$ cat src/rtl/rtc_status_guard.sv
module rtc_status_guard #(
  parameter int AW = 9
) (
  input  logic          clk,
  input  logic          rst_n,
  input  logic          main_ok,
  input  logic          bkup_ok,
  input  logic          rtc_wr,
  input  logic          sr_sel,
  input  logic [7:0]    wdata,
  input  logic          arr_wr,
  input  logic [AW-1:0] arr_addr,
  input  logic [2:0]    prot_code,
  output logic          arr_we,
  output logic [7:0]    status
);
  localparam int SPAN = 1 << AW;
  localparam logic [AW-1:0] LIM_Q3  = AW'(SPAN * 3 / 4);
  localparam logic [AW-1:0] LIM_HLF = AW'(SPAN / 2);
  localparam logic [AW-1:0] LIM_QTR = AW'(SPAN / 4);
  localparam logic [AW-1:0] LIM_8TH = AW'(SPAN / 8);
  localparam logic [7:0]    KEEP    = 8'hE6;

  logic       fail;
  logic [7:0] kept;
  logic       hit;
  logic       powered;

  assign powered = main_ok | bkup_ok;

  always_comb begin
    unique case (prot_code)
      3'd0:    hit = 1'b0;
      3'd1:    hit = arr_addr >= LIM_Q3;
      3'd2:    hit = arr_addr >= LIM_HLF;
      3'd4:    hit = arr_addr <  LIM_8TH;
      3'd5:    hit = arr_addr <  LIM_QTR;
      3'd6:    hit = arr_addr <  LIM_HLF;
      default: hit = 1'b1;
    endcase
  end

  assign arr_we = arr_wr & ~hit;

  always_ff @(posedge clk or negedge rst_n) begin
    if (!rst_n) begin
      fail <= 1'b1;
      kept <= 8'h00;
    end else if (!powered) begin
      fail <= 1'b1;
      kept <= 8'h00;
    end else if (rtc_wr) begin
      fail <= 1'b0;
      if (sr_sel) kept <= wdata & KEEP;
    end
  end

  assign status = {kept[7:1], fail};
endmodule

$ cat config.mk
export PLATFORM = sky130hd
export DESIGN_NAME = rtc_status_guard
export DESIGN_NICKNAME = d
export VERILOG_FILES = /design/src/rtl/rtc_status_guard.sv
export SDC_FILE = /design/constraint.sdc
export NUM_CORES = 1
export LEC_CHECK = 0
export BUFFER_PORTS_ARGS = -buffer_cell sky130_fd_sc_hd__buf_4
export CELL_PAD_IN_SITES_DETAIL_PLACEMENT = 1
export CELL_PAD_IN_SITES_GLOBAL_PLACEMENT = 2
export CORE_MARGIN = 2
export CORE_UTILIZATION = 15
export DETAILED_ROUTE_END_ITERATION = 8
export PLACE_DENSITY_LB_ADDON = 0.1
export SLEW_MARGIN = 10
export SYNTH_ARGS = -nofsm -noshare
export SYNTH_HDL_FRONTEND = slang
export SYNTH_SLANG_ARGS = --single-unit
$ cat constraint.sdc
create_clock -name clk -period 1.2 [get_ports clk]
set_input_delay 0.12 -clock clk [delete_from_list [all_inputs] [get_ports clk]]
set_output_delay 0.12 -clock clk [all_outputs]
set_load 0.02 [all_outputs]
Yosys cells after proc, flatten, opt, wreduce, memory -nomap -nowiden
Cells that the tools add are included.
Word-level totals
  memory bits (read-only): 0
  output and inout port bits: 9
  word-level logic and storage cells: 25
  bits of input ports: 27
  register bits: 9
  bits in writable memories: 0
  latch bits: 0
  memories kept: 0
Cells by class
  order comparisons: 5
  shifts and indexed selects: 0
  bitwise gates (word level): 3
  $mul: 0
  eq/ne operators: 7
  divide/modulo/power cells: 0
  multiplexer cells: 6
  $add $sub $neg: 0
  reductions and logical operators: 2
Operators with widths (count)
  $mux W8: 3
  $ge A9 B9 Y1 const B: 2
  $eq A3 B3 Y1 const B: 3
  $lt A9 B7 Y1 const B: 1
  $lt A9 B8 Y1 const B: 1
  $lt A9 B9 Y1 const B: 1
  $pmux W1 S6: 1
  $ne A2 B2 Y1 const B: 2
  $eq A3 B1 Y1 const B: 1
  $eq A3 B2 Y1 const B: 1
  $logic_not A3 Y1: 1
  $mux W1: 2
  $reduce_and A2 Y1: 1
  $and A1 B1 Y1: 1
  $not A1 Y1: 1
  $or A1 B1 Y1: 1

Longest topological paths before layout
Gate-level depths: netlist (run 1).
  depth in word-level cells: 4
  mapped depth: 3
  gate-level depth less buffers: 3

Least setup slack after synthesis (run 1)
No wires, ideal clock.
  path type: input to output
  start: input prot_code[2]
  end: output arr_we
  path buffers: 0
  path slack: 0.420 ns
  data required time: 1.080 ns
  arrival: 0.660 ns
  cell stages on the path: 3
  cell sequence: xor2_1 > o21ai_1 > and4_1
On the way
  longest elaborated chain between the ends: 4
  elaborated cells on any way between the ends: 9
  classes of those cells: 5 x eq/ne; 1 x mux; 2 x bitwise; 1 x reduce/logical
RTL lines
  start: declaration: line 13  | input logic [2:0] prot_code,
  $eq A3 B3 Y1, or another cell as far along: line 32  | unique case (prot_code)
  $pmux W1 S6 (*): line 32
  $not A1 Y1 (*): line 43  | assign arr_we = arr_wr & ~hit;
  $and A1 B1 Y1 (*): line 43
  end: declaration: line 14  | output logic arr_we,
Every way passes the cells marked *; elsewhere a longest branch is shown, timed or not.

Worst setup path after layout (run 1)
  start: register fail
  end: output status[0]
RTL lines
  start: declaration: line 24  | logic fail;
  start signal: assignment: line 47  | fail <= 1'b1;
  start signal: assignment: line 50  | fail <= 1'b1;
  start signal: assignment: line 53  | fail <= 1'b0;
  end: declaration: line 15  | output logic [7:0] status
No word-level cell between the ends.

==> run_results.csv, run 1 <==
group,metric,value,unit
global_routing,grt_util_all_layers,9.01,%
yosys,async_reset_ff_share,100,%
pwr,p_sw,0.169,mW
final_layout,final_nets,91,
sta,finalSetupTns,0,ns
setup_path,reg2reg_slack,0.47,ns
min_path,hp-class,"in -> reg",
pwr,finalPower,0.596,mW
setup_path,critical-path-top-delay-family,"flip-flops",
pwr,vdd_drop_max,0.266,mV
final_layout,syn_to_final_growth,74.6,%
yosys,synth_top_area_share,40.3,%
die,die_x,49.5,um
yosys,syn_inst,36,
cts,cts_resized,0,
global_routing,grt_pass1_vias,366,
sta,skew,0,ns
pwr,power_density,1100,nW/um^2
yosys,yosys-top-cells-area,"dfrtp_1 (40%), nand3_1 (9.7%), dfstp_2 (8.5%), a21oi_1 (8.1%), buf_4 (7.3%)",
outcome,outcome,"finished, final reports clean",
sta,finalCriticalPeriod,1.02,ns
final_layout,diodes,0,
die,num_rows,16,
die,initial_core_util,15.8,%
run,maxCapViolCount,0,
final_layout,utilization,27.6,%
min_path,min_to,"fail",
drt,first_iter_violations,1,
die,core_area,1960,sq um
placed_design,place_inst,85,
yosys,synth_ff_type,"dfrtp_1",
setup_path,crit_fanout,2,
pwr,swShare,28.3,%
cts,cts_tree,"done",
yosys,synth.distinct_cells,15,
drt,remaining_drc_errors,0,
placed_design,portBuffers,24,
global_routing,grt_pass1_wl,1540,um
cts,insertion_delay,0.24,ns
global_routing,grt_max_degree,8,
setup_path,crit_type,"reg -> out",
drt,wl_per_cell,10.6,um
cts,root_buffer,"clkbuf_4",
global_routing,antenna_found_initial,0,
setup_path,cp-end-kind,"primary output",
sta,drv_slew,0,
placed_design,dp_hpwl,776,um
yosys,netlist.top_cell.by_area,"dfrtp_1",
setup_path,startpoint_type,"flop",
cts,clkTransAtPathRegs,0.05,ns
min_path,holdPathStages,2,
sta,hold_violations,0,
yosys,ys_seq_area_share,48.8,%
pwr,p_seq_share,38.8,%
setup_path,reg2reg_to,"fail",
placed_design,gp_congestion,0.651,
setup_path,path_buf_inv,1,
sta,hold_slack,0.0311,ns
sta,fmax,983,MHz
setup_path,required,1.08,ns
yosys,synth_edf_count,0,
yosys,yosys-top-cells-count,"nand2_1 (6), nand3_1 (6), a21oi_1 (5), dfrtp_1 (5), buf_4 (3)",
pwr,leakage,0.265,nW
cts,cts_made_buffers,3,
yosys,avgSynthCellArea,8.62,sq um
sta,rsz0062_at_grt,"no",
die,die_y,49.5,um
setup_path,crit_arrival,0.90,ns
drt,ant_nets,0,
setup_path,cpPeakStageDelay,0.52,ns
cts,clock_sinks,6,
final_layout,drive_gt1_share,44.4,%
yosys,synth_seq_cells,6,
die,fp.dieArea,2450,sq um
pwr,combPwrFrac,26.1,%
setup_path,rr_startpoint,"fail",
cts,h-tree-depth,1,
drt,wirelength,958,um
drt,viasPerCell,3.91,
drt,drt_first_pass_iters,2,
pwr,p_int,0.428,mW
sta,period_share,84.8,%
setup_path,cpMaxStageDelayCell,"dfstp_2",
min_path,hold_start,"main_ok",
sta,setup_viol,0,
global_routing,grt_overflow_total,0,
setup_path,r2r_cells,2,
die,io_pins,36,
yosys,syn_area,310,sq um
cts,clk_path_buf_depth,2,
setup_path,path_cells,"buf_4",
drt,vias,352,
yosys,yosysWarnings,0,
final_layout,final_cells,90,
pwr,pwr-share-clk,35.1,%
-- power groups by stage --
stage	logic, mW	registers (mW)	clock network, mW
floorplan	0.0530	0.252	0
global placement	0.158	0.234	0
detailed placement	0.156	0.235	0
CTS	0.159	0.232	0.220
global route	0.170	0.233	0.237
finish	0.156	0.231	0.209
-- timing repair --
action | CTS | global route
buffers inserted | 0 | 0
hold endpoints to repair | 6 | 0
hold buffers | 1 | 0
endpoints found under the setup margin | 0 | 0
-- worst max path at each step --
| stage | cells past startpoint | to | startpoint | slack (ns) |
|---|---|---|---|---|
| global route | 1 | status[0] | fail | 0.14 |
| detailed placement | 5 | arr_we | prot_code[2] | 0.24 |
| finish | 1 | status[0] | fail | 0.18 |
| CTS | 1 | status[0] | fail | 0.17 |
| floorplan | 3 | arr_we | prot_code[2] | 0.42 |
| global placement | 5 | arr_we | prot_code[2] | 0.21 |
-- layout make-up --
| type | instances | area, sq um |
|---|---|---|
| multi-input combinational | 27 | 136 |
| tap | 27 | 33.8 |
| fill | 266 | 1420 |
| timing repair buffer | 25 | 190 |
| clock buffer | 4 | 26.3 |
| sequential | 6 | 151 |
| inverter | 1 | 3.75 |
-- metal layers --
metal | routed length, um | vias up | track usage (%)
li1 | - | 174 | -
met1 | 321 | 156 | 7.69
met2 | 511 | 20 | 14.9
met3 | 105 | 2 | 3.03
met4 | 19 | 0 | 11.1
met5 | 0 | - | 0
-- metrics by stage --
| step | setup WS, ns | area, sq um |
|---|---|---|
| 6_report | 0.182 | 542 |
| 5_1_grt | 0.142 | 542 |
| 4_1_cts | 0.168 | 542 |
| 3_5_place_dp | 0.242 | 505 |
| 3_3_place_gp | 0.214 | 505 |
| 2_1_floorplan | 0.420 | 314 |
-- sequential cells by signal, indices dropped and copies added, names as in the netlist --
signal / count
kept: 5
fail: 1
-- cell families (layout without fill, tap and decap cells) --
group / count (synthesis) / in the layout / share of synthesized area (%)
flops: 6 / 6 / 48.8
compound gates: 7 / 7 / 11.7
other cells: 1 / 2 / 1.21
simple gates: 17 / 17 / 27.0
xor+xnor: 1 / 1 / 2.82
buf+inv: 4 / 30 / 8.47
-- cell usage in the layout, fill, tap and decap left out --
| cell | instances |
|---|---|
| o22ai_1 | 1 |
| inv_1 | 1 |
| clkbuf_4 | 3 |
| dlygate4sd3_1 | 1 |
| a21oi_1 | 5 |
| xor2_1 | 1 |
| nor2_1 | 2 |
| conb_1 | 2 |
| dfrtp_1 | 5 |
| nand2b_1 | 1 |
| o21ai_1 | 1 |
| dfstp_2 | 1 |
| nand3_1 | 6 |
| and4_1 | 1 |
| buf_4 | 24 |
| nand4b_1 | 1 |
| clkbuf_1 | 1 |
| nand2_1 | 6 |
Power figures use the tool's default switching activity.
==> run 2: changes to the inputs <==
Settings changed: CORE_UTILIZATION 15 to 14.
Clock period 1.2 ns to 0.95 ns, I/O delays scaled along.
==> run 2 against run 1 <==
Against the previous run:
- the flow now finishes with violations (negative setup slack)
- routed wire length down 2.4%
- non-clock buffer count unchanged
- register-to-register slack worse by 0.27 ns
- first-iteration DRC count rose to 3.0 times the previous value
- global-route usage down 0.13 points
- sequential power up 27%
- die area up 6.6%
- design area up 3.0%
- power up 26%
- largest cell class unchanged
- highest routed layer is now met3
==> run_results.csv, run 2 (synthesis results as in run 1) <==
group,metric,value,unit
setup_path,cpMaxStageDelayCell,"dfstp_2",
setup_path,path_buf_inv,1,
drt,wirelength,935,um
cts,clkTransAtPathRegs,0.04,ns
global_routing,grt_util_all_layers,8.88,%
cts,cts_made_buffers,3,
drt,viasPerCell,3.68,
pwr,pwr-share-clk,33.7,%
min_path,hold_start,"main_ok",
drt,vias,335,
global_routing,grt_pass1_wl,1680,um
drt,drt_first_pass_iters,2,
pwr,leakage,0.270,nW
final_layout,final_area,558,sq um
sta,finalCriticalPeriod,0.977,ns
global_routing,grt_pass1_vias,373,
setup_path,rr_startpoint,"fail",
pwr,p_sw,0.205,mW
die,die_x,51.1,um
min_path,min_to,"fail",
sta,hold_violations,0,
setup_path,startpoint_type,"flop",
placed_design,detailedPlace.worstSlack,0.0384,ns
placed_design,place_inst,86,
setup_path,cp-end-kind,"primary output",
setup_path,reg2reg_to,"fail",
setup_path,crit_fanout,2,
drt,ant_nets,0,
cts,root_buffer,"clkbuf_4",
final_layout,layout_commonest_cell,"buf_4",
sta,hold_slack,0.0162,ns
final_layout,largest_reg_flops,5,
cts,cts_tree,"done",
sta,finalSetupTns,-0.0269,ns
final_layout,largest_registers,"kept (5), fail (1)",
setup_path,r2r_cells,2,
final_layout,utilization,26.0,%
final_layout,final_cell_mix,"buf_4 (20), nand3_1 (6), nand2_1 (6), a21oi_1 (5), dfrtp_1 (5)",
setup_path,required,0.85,ns
setup_path,cpPeakStageDelay,0.53,ns
pwr,power_density,1350,nW/um^2
placed_design,gp_congestion,0.595,
cts,insertion_delay,0.24,ns
pwr,p_seq_share,39.0,%
sta,fmax,1020,MHz
outcome,violations,"negative setup slack",
sta,drv_slew,0,
final_layout,drive_gt1_share,44.4,%
placed_design,portBuffers,24,
sta,setup_ws,-0.0269,ns
outcome,outcome,"finished with violations",
final_layout,final_cells,91,
final_layout,final_nets,91,
die,io_pins,36,
die,num_rows,17,
pwr,finalPower,0.752,mW
cts,cts_setup_buffers,0,
setup_path,critical-path-top-delay-family,"flip-flops",
setup_path,path_cells,"buf_6",
setup_path,crit_arrival,0.88,ns
sta,skew,0,ns
sta,period_share,103,%
drt,remaining_drc_errors,0,
global_routing,antenna_found_initial,0,
setup_path,crit_type,"reg -> out",
die,die_y,51.1,um
die,fp.dieArea,2610,sq um
final_layout,diodes,0,
run,maxCapViolCount,0,
pwr,combPwrFrac,27.2,%
global_routing,grt_overflow_total,0,
pwr,p_int,0.547,mW
die,initial_core_util,14.4,%
min_path,holdPathStages,2,
final_layout,largest-register,"kept",
cts,clk_path_buf_depth,2,
drt,wl_per_cell,10.3,um
setup_path,reg2reg_slack,0.20,ns
pwr,vdd_drop_max,0.469,mV
min_path,hp-class,"in -> reg",
global_routing,grt_max_degree,8,
sta,rsz0062_at_grt,"yes",
die,core_area,2150,sq um
pwr,swShare,27.3,%
final_layout,syn_to_final_growth,79.8,%
placed_design,place_area,507,sq um
drt,first_iter_violations,3,
cts,h-tree-depth,1,
cts,clock_sinks,6,
sta,setup_viol,1,
-- run 2: cell counts in the layout (fill, tap and decap cells not counted) --
No cell type changed its count.
-- run 2: layout make-up --
type,count,area (sq um)
clock buffers,4,26.3
inverters,1,3.75
multi-input cells,27,136
flip-flops and latches,6,151
repair buffers,25,205
well taps,28,35.0
fillers,263,1590
-- run 2: layer usage --
layer,vias up,track usage [%],wire [um]
met4,0,5.41,0
li1,174,-,-
met1,143,12.3,449
met3,0,3.51,82
met2,18,11.3,403
met5,-,0,0
-- run 2: worst max-delay path by stage --
stage	startpoint	endpoint	slack, ns	cells past startpoint
after floorplan	prot_code[2]	arr_we	0.22	3
after global placement	prot_code[2]	arr_we	0.03	5
after detailed placement	prot_code[2]	arr_we	0.04	5
after CTS	fail	status[0]	-0.04	1
after global routing	fail	status[0]	-0.06	1
final	fail	status[0]	-0.03	1
-- run 2: power by group through the flow --
| stage | Combinational (mW) | Clock, mW | Sequential (mW) |
|---|---|---|---|
| 6_report | 0.205 | 0.254 | 0.294 |
| 5_1_grt | 0.227 | 0.293 | 0.297 |
| 4_1_cts | 0.204 | 0.269 | 0.294 |
| 3_5_place_dp | 0.198 | 0 | 0.298 |
| 3_3_place_gp | 0.198 | 0 | 0.297 |
| 2_1_floorplan | 0.0669 | 0 | 0.318 |
-- run 2: what timing repair did --
item	4_1_cts	5_1_grt
gates resized for setup	1	3
endpoints found under the hold margin	6	0
hold buffers	1	0
endpoints found under the setup margin	1	2
pin swaps	0	3
